### config.mk
export PLATFORM = sky130hd
export DESIGN_NAME = ssp_regfile
export DESIGN_NICKNAME = d
export VERILOG_FILES = /design/src/rtl/ssp_regfile.sv
export SDC_FILE = /design/constraint.sdc
export NUM_CORES = 1
export LEC_CHECK = 0
export ABC_CLOCK_PERIOD_IN_PS = 2850
export BUFFER_PORTS_ARGS = -buffer_cell sky130_fd_sc_hd__buf_2
export CAP_MARGIN = 0
export CORE_UTILIZATION = 25
export CTS_CLUSTER_SIZE = 25
export DETAILED_ROUTE_END_ITERATION = 16
export GPL_TIMING_DRIVEN = 0
export SLEW_MARGIN = 10
export SYNTH_ARGS = -nofsm -noshare
export SYNTH_HDL_FRONTEND = slang
export SYNTH_SLANG_ARGS = --single-unit
### constraint.sdc
create_clock -name clk -period 2.85 [get_ports clk]
set_clock_uncertainty 0.2 [all_clocks]
set_input_delay 0.285 -clock clk [delete_from_list [all_inputs] [get_ports clk]]
set_output_delay 0.285 -clock clk [all_outputs]
set_load 0.02 [all_outputs]
### src/rtl/ssp_regfile.sv
module ssp_regfile #(
  parameter int AW    = 8,
  parameter int DW    = 16,
  parameter int DEPTH = 8,
  parameter int PSW   = 8
) (
  input  logic          clk,
  input  logic          rst_n,
  input  logic [AW-1:0] bus_addr,
  input  logic          bus_wr,
  input  logic          bus_rd,
  input  logic [31:0]   bus_wdata,
  output logic [31:0]   bus_rdata,
  output logic [15:0]   cfg_frame,
  output logic [3:0]    cfg_mode,
  output logic [PSW-1:0] cfg_prescale,
  output logic [DW-1:0] tx_word,
  output logic          tx_valid,
  input  logic          tx_pop,
  input  logic [DW-1:0] rx_word,
  input  logic          rx_push,
  input  logic          rx_timeout,
  input  logic          shifter_busy,
  output logic          irq,
  output logic          dma_tx_req,
  output logic          dma_rx_req
);
  localparam int CW   = $clog2(DEPTH + 1);
  localparam int PW   = $clog2(DEPTH);
  localparam int HALF = DEPTH / 2;
  localparam logic [AW-3:0] IX_FRM  = (AW-2)'(0);
  localparam logic [AW-3:0] IX_MODE = (AW-2)'(1);
  localparam logic [AW-3:0] IX_DATA = (AW-2)'(2);
  localparam logic [AW-3:0] IX_STAT = (AW-2)'(3);
  localparam logic [AW-3:0] IX_PSC  = (AW-2)'(4);
  localparam logic [AW-3:0] IX_MASK = (AW-2)'(5);
  localparam logic [AW-3:0] IX_RAW  = (AW-2)'(6);
  localparam logic [AW-3:0] IX_MSK  = (AW-2)'(7);
  localparam logic [AW-3:0] IX_CLR  = (AW-2)'(8);
  localparam logic [AW-3:0] IX_DMA  = (AW-2)'(9);

  logic [AW-3:0] widx;
  logic          aligned;
  assign widx    = bus_addr[AW-1:2];
  assign aligned = (bus_addr[1:0] == 2'b00);

  logic wsel_frm, wsel_mode, wsel_data, wsel_psc, wsel_mask, wsel_clr, wsel_dma, rsel_data;
  assign wsel_frm  = bus_wr && aligned && widx == IX_FRM;
  assign wsel_mode = bus_wr && aligned && widx == IX_MODE;
  assign wsel_data = bus_wr && aligned && widx == IX_DATA;
  assign wsel_psc  = bus_wr && aligned && widx == IX_PSC;
  assign wsel_mask = bus_wr && aligned && widx == IX_MASK;
  assign wsel_clr  = bus_wr && aligned && widx == IX_CLR;
  assign wsel_dma  = bus_wr && aligned && widx == IX_DMA;
  assign rsel_data = bus_rd && aligned && widx == IX_DATA;

  logic [15:0]    frm_q;
  logic [3:0]     mode_q;
  logic [PSW-1:0] psc_q;
  logic [3:0]     mask_q;
  logic [1:0]     dma_q;
  logic           ovr_q, to_q;

  logic [PSW-1:0] psc_even;
  assign psc_even = bus_wdata[PSW-1:0] & ~PSW'(1);

  wire unused_bits = ^{bus_wdata[31:16]};

  // transmit queue
  logic [DW-1:0] tx_mem [DEPTH];
  logic [PW-1:0] tx_wp, tx_rp;
  logic [CW-1:0] tx_cnt;
  logic          tx_in, tx_out, tx_full, tx_empty;
  assign tx_full  = (tx_cnt == CW'(DEPTH));
  assign tx_empty = (tx_cnt == '0);
  assign tx_in    = wsel_data && !tx_full;
  assign tx_out   = tx_pop && !tx_empty;

  // receive queue
  logic [DW-1:0] rx_mem [DEPTH];
  logic [PW-1:0] rx_wp, rx_rp;
  logic [CW-1:0] rx_cnt;
  logic          rx_in, rx_out, rx_full, rx_empty, ovr_ev;
  assign rx_full  = (rx_cnt == CW'(DEPTH));
  assign rx_empty = (rx_cnt == '0);
  assign rx_in    = rx_push && !rx_full;
  assign ovr_ev   = rx_push && rx_full;
  assign rx_out   = rsel_data && !rx_empty;

  always_ff @(posedge clk or negedge rst_n) begin
    if (!rst_n) begin
      frm_q  <= '0;
      mode_q <= '0;
      psc_q  <= PSW'(2);
      mask_q <= '0;
      dma_q  <= '0;
    end else begin
      if (wsel_frm)  frm_q  <= bus_wdata[15:0];
      if (wsel_mode) mode_q <= bus_wdata[3:0];
      if (wsel_psc)  psc_q  <= (psc_even == '0) ? PSW'(2) : psc_even;
      if (wsel_mask) mask_q <= bus_wdata[3:0];
      if (wsel_dma)  dma_q  <= bus_wdata[1:0];
    end
  end

  always_ff @(posedge clk or negedge rst_n) begin
    if (!rst_n) begin
      ovr_q <= 1'b0;
      to_q  <= 1'b0;
    end else begin
      if (ovr_ev)                      ovr_q <= 1'b1;
      else if (wsel_clr && bus_wdata[0]) ovr_q <= 1'b0;
      if (rx_timeout)                  to_q  <= 1'b1;
      else if (wsel_clr && bus_wdata[1]) to_q  <= 1'b0;
    end
  end

  always_ff @(posedge clk or negedge rst_n) begin
    if (!rst_n) begin
      tx_wp  <= '0;
      tx_rp  <= '0;
      tx_cnt <= '0;
      rx_wp  <= '0;
      rx_rp  <= '0;
      rx_cnt <= '0;
    end else begin
      if (tx_in)  tx_wp <= tx_wp + PW'(1);
      if (tx_out) tx_rp <= tx_rp + PW'(1);
      tx_cnt <= tx_cnt + CW'(tx_in) - CW'(tx_out);
      if (rx_in)  rx_wp <= rx_wp + PW'(1);
      if (rx_out) rx_rp <= rx_rp + PW'(1);
      rx_cnt <= rx_cnt + CW'(rx_in) - CW'(rx_out);
    end
  end

  always_ff @(posedge clk) begin
    if (tx_in) tx_mem[tx_wp] <= bus_wdata[DW-1:0];
    if (rx_in) rx_mem[rx_wp] <= rx_word;
  end

  logic [4:0] stat;
  logic [3:0] raw, masked;
  assign stat   = {shifter_busy || !tx_empty, rx_full, !rx_empty, !tx_full, tx_empty};
  assign raw    = {tx_cnt <= CW'(HALF), rx_cnt >= CW'(HALF), to_q, ovr_q};
  assign masked = raw & mask_q;

  always_comb begin
    bus_rdata = '0;
    if (aligned) begin
      case (widx)
        IX_FRM:  bus_rdata = {16'h0, frm_q};
        IX_MODE: bus_rdata = {28'h0, mode_q};
        IX_DATA: bus_rdata = rx_empty ? 32'h0 : 32'(rx_mem[rx_rp]);
        IX_STAT: bus_rdata = {27'h0, stat};
        IX_PSC:  bus_rdata = 32'(psc_q);
        IX_MASK: bus_rdata = {28'h0, mask_q};
        IX_RAW:  bus_rdata = {28'h0, raw};
        IX_MSK:  bus_rdata = {28'h0, masked};
        IX_DMA:  bus_rdata = {30'h0, dma_q};
        default: bus_rdata = '0;
      endcase
    end
  end

  assign cfg_frame    = frm_q;
  assign cfg_mode     = mode_q;
  assign cfg_prescale = psc_q;
  assign tx_word      = tx_mem[tx_rp];
  assign tx_valid     = !tx_empty;
  assign irq          = |masked;
  assign dma_tx_req   = dma_q[1] && !tx_full;
  assign dma_rx_req   = dma_q[0] && !rx_empty;
endmodule

==> flow_summary_export.csv <==
group,metric,value,unit
run_status,status,"complete, but fails checks",
run_status,violations,"setup timing",
finish,final_cell_mix,"256 x edfxtp_1, 105 x buf_2, 64 x mux4_2",
sta,fmax,348.8,MHz
critical_path,worstRegToRegCells,13,
pwr,power_frac_comb,23.0,%
sta,postLayoutSetupSlackWorst,-0.01698,ns
pwr,leakagePower,0.006047,uW
yosys,synth_area_leaders,"edfxtp_1 60%, mux4_2 11%, dfrtp_1 10%",
pwr,swShare,27.81,%
die,core-area,50580,sq um
critical_path,r2r_end,"rx_cnt[2]",
critical_path,cpMaxStageDelayCell,"mux4_2",
drt,viasPerCell,4.337,
critical_path,crit_path_max_incr_delay,0.47,ns
die,die_h,229.2,um
grt,grt_max_degree,56,
drt,post_drt_wl_per_cell,19.78,um
critical_path,regToRegStartpoint,"rx_cnt[2]",
yosys,avgSynthCellArea,18.65,sq um
critical_path,worstPathArrival,2.38,ns
critical_path,critical_path_depth,7,
pwr,internal_power,9326,uW
drt,totalWireLength,32140,um
die,num_rows,82,
placed_design,portBuffers,110,
sta,holdWs,0.03496,ns
grt,first_global_vias,7345,
yosys,syn_area,12910,sq um
clocking,clock_latency,0.51,ns
die,die_area,52540,sq um
sta,rsz0062_at_grt,"yes",
drt,vias,7047,
worst_hold_path,min-delay-start,"bus_addr[1]",
finish,syn_to_final_growth,28.95,%
pwr,power_frac_clock,33.5,%
finish,fin_nets,1009,
pwr,vdd_drop_max,0.4087,mV
pwr,netSwitchingPower,3593,uW
clocking,cts_sinks,311,
grt,grt_pass1_wl,48030,um
critical_path,cp_top_family,"multiplexers",
sta,setup_violations,1,
critical_path,crit_type,"reg2out",
placed_design,hpwl,22990,um
worst_hold_path,min_path_cells,4,
critical_path,cpMostUsedCell,"buf_4",
clocking,clk_path_buf_depth,3,
critical_path,endpoint_kind,"primary output",
flow_run,maxCapViolCount,0,
critical_path,path_buf_inv,3,
sta,max_slew_margin,48.68,%
finish,final_common_cell,"edfxtp_1",
drt,drc,0,
critical_path,rrSetupSlack,0.11,ns
finish,drive_above_1_share,40.63,%
yosys,ys.flop_type,"edfxtp_1",
clocking,cts_buffers,36,
placed_design,dp_cells,1508,
critical_path,path_max_fanout,5,
sta,worst_pin_slew,0.7698,ns
drt,drt_pass1_iterations,4,
critical_path,worstPathRequired,2.37,ns
yosys,synthArstFlopShare,17.68,%
yosys,yosysSeqAreaShare,70.23,%
clocking,cts_root_buf,"clkbuf_16",
pwr,p_per_area,776.2,nW/um^2
clocking,htree_levels,2,
yosys,ys_types,62,
drt,drtIter0Drc,389,
grt,antenna_found_initial,5,
critical_path,cp-start-kind,"flop",
yosys,ys_ff_latch,311,
yosys,netlist_instances,692,
yosys,synth_top_area_share,59.56,%
die,initial_core_util,25.52,%
die,die_w,229.2,um
worst_hold_path,hp-class,"in2reg",
placed_design,place_congestion,0.8536,
yosys,synth_edf_count,256,
sta,finalCritPeriodShare,100.6,%
sta,post-route-min-period,2.867,ns
finish,final_cells,1625,
sta,finalHoldViolations,0,
grt,grt-ovfl-total,0,
yosys,yosys_warnings,0,
worst_hold_path,hold_end,"rx_rp[2]",
grt,grt.total_usage,12.28,%
critical_path,path_cells,"buf_6 > buf_4 > mux4_2 > mux2_4 > o211ai_1 > a31oi_1 > buf_4",
die,io_pins,144,
pwr,seqPwrFrac,43.4,%
yosys,yosysTopAreaCell,"edfxtp_1",
sta,maxSlewViolCount,0,
drt,ant_nets,0,
clocking,path_clk_slew,0.06,ns
clocking,cts_tree,"built",
==> worst min-delay path, delay by kind of cell <==
kind	cells	cell delay, ns
AND/OR/NAND/NOR	2	0.23
buffers and inverters	1	0.13
XOR/XNOR	1	0.06
==> power groups by stage <==
stage / Sequential, uW / Clock, uW / Combinational [uW]
after global routing: 5660 / 4630 / 3230
after floorplan: 5590 / 0 / 1910
after CTS: 5560 / 4460 / 3060
after detailed placement: 5620 / 0 / 2880
final: 5610 / 4330 / 2980
after global placement: 5610 / 0 / 2730
==> sequential cells by signal, indices dropped and copies added (netlist names) <==
name          count
rx_rp             3
rx_mem          128
tx_cnt            4
cfg_prescale      7
dma_q             2
mask_q            4
tx_wp             3
tx_rp             3
tx_mem          128
to_q              1
rx_wp             3
ovr_q             1
cfg_mode          4
cfg_frame        16
rx_cnt            4
==> layout make-up <==
| class | count | area [sq um] |
|---|---|---|
| antenna | 3 | 7.507 |
| buffer | 39 | 346.6 |
| clock buffer | 44 | 952.2 |
| clock inverter | 19 | 157.7 |
| fill | 4828 | 33940 |
| inverter | 19 | 71.32 |
| multi-input combinational | 335 | 3811 |
| sequential | 311 | 9067 |
| tap | 672 | 840.8 |
| timing repair buffer | 183 | 1389 |
==> metal layers <==
metal	vias to the layer above	routed length (um)	global-route usage [%]
met5	-	13	0
met4	2	458	2.833
met3	41	1980	3.250
met2	193	15990	20.79
met1	3629	13700	15.60
li1	3182	-	-
==> synth_stat cells (3+ instances only) <==
| cell type | instances |
|---|---|
| o22ai_1 | 3 |
| nand3_1 | 6 |
| a22oi_1 | 3 |
| nor2b_1 | 7 |
| buf_2 | 9 |
| nor3_1 | 8 |
| nor2_1 | 17 |
| nand2_1 | 38 |
| clkbuf_1 | 9 |
| o21ai_0 | 5 |
| a21o_1 | 3 |
| edfxtp_1 | 256 |
| o21ai_1 | 6 |
| xnor2_1 | 7 |
| a221oi_1 | 3 |
| buf_1 | 6 |
| mux2i_1 | 14 |
| buf_4 | 17 |
| mux2_2 | 35 |
| mux2_1 | 15 |
| xor2_1 | 3 |
| inv_1 | 17 |
| mux4_2 | 64 |
| dfrtp_1 | 54 |
| a21oi_1 | 7 |
| ha_1 | 18 |
| nand2b_1 | 9 |
| mux2_4 | 6 |
==> per-stage QoR <==
step	instance area [sq um]	total power (uW)	TNS [ns]	utilization (%)	worst slack, ns
after floorplan	12980	7504	0	-	0.002610
after global placement	14370	8345	-191.86	28.41	-1.433
after detailed placement	14680	8506	-14.91	29.03	-0.3453
after CTS	16530	13080	-0.06313	32.68	-0.03301
after global routing	16640	13520	-0.5127	32.90	-0.1118
final	16640	12920	-0.01698	32.90	-0.01698
==> logic make-up (layout without fill, tap and decap cells) <==
kind of cell    Yosys count  in the layout  synth area share, %
other cells               1             20              0.02905
buf+inv                  62            304                2.501
flops                   311            311                70.23
compound gates           44             44                2.462
fa+ha+maj                20             20                2.055
mux                     134            134                17.31
xor+xnor                 10             10               0.6786
simple gates            110            110                4.731
==> how the worst max path moves through the flow <==
| stage | startpoint | endpoint | slack, ns |
|---|---|---|---|
| final | rx_rp[1] | bus_rdata[2] | -0.02 |
| after CTS | rx_rp[1] | bus_rdata[2] | -0.03 |
| after global routing | rx_rp[1] | bus_rdata[2] | -0.11 |
| after detailed placement | rx_rp[1] | bus_rdata[15] | -0.35 |
| after global placement | rx_cnt[2] | rx_mem[0][9] | -1.43 |
| after floorplan | rx_cnt[2] | rx_mem[0][0] | 0.003 |
==> what timing repair did <==
action	CTS	global route
buffers inserted	11	5
resized for setup	74	18
hold buffers	38	0
setup endpoints to repair	38	67
pin swaps	6	4
gates cloned	1	0
endpoints found under the hold margin	330	0
Note: power is estimated with default switching activity, not from simulation.
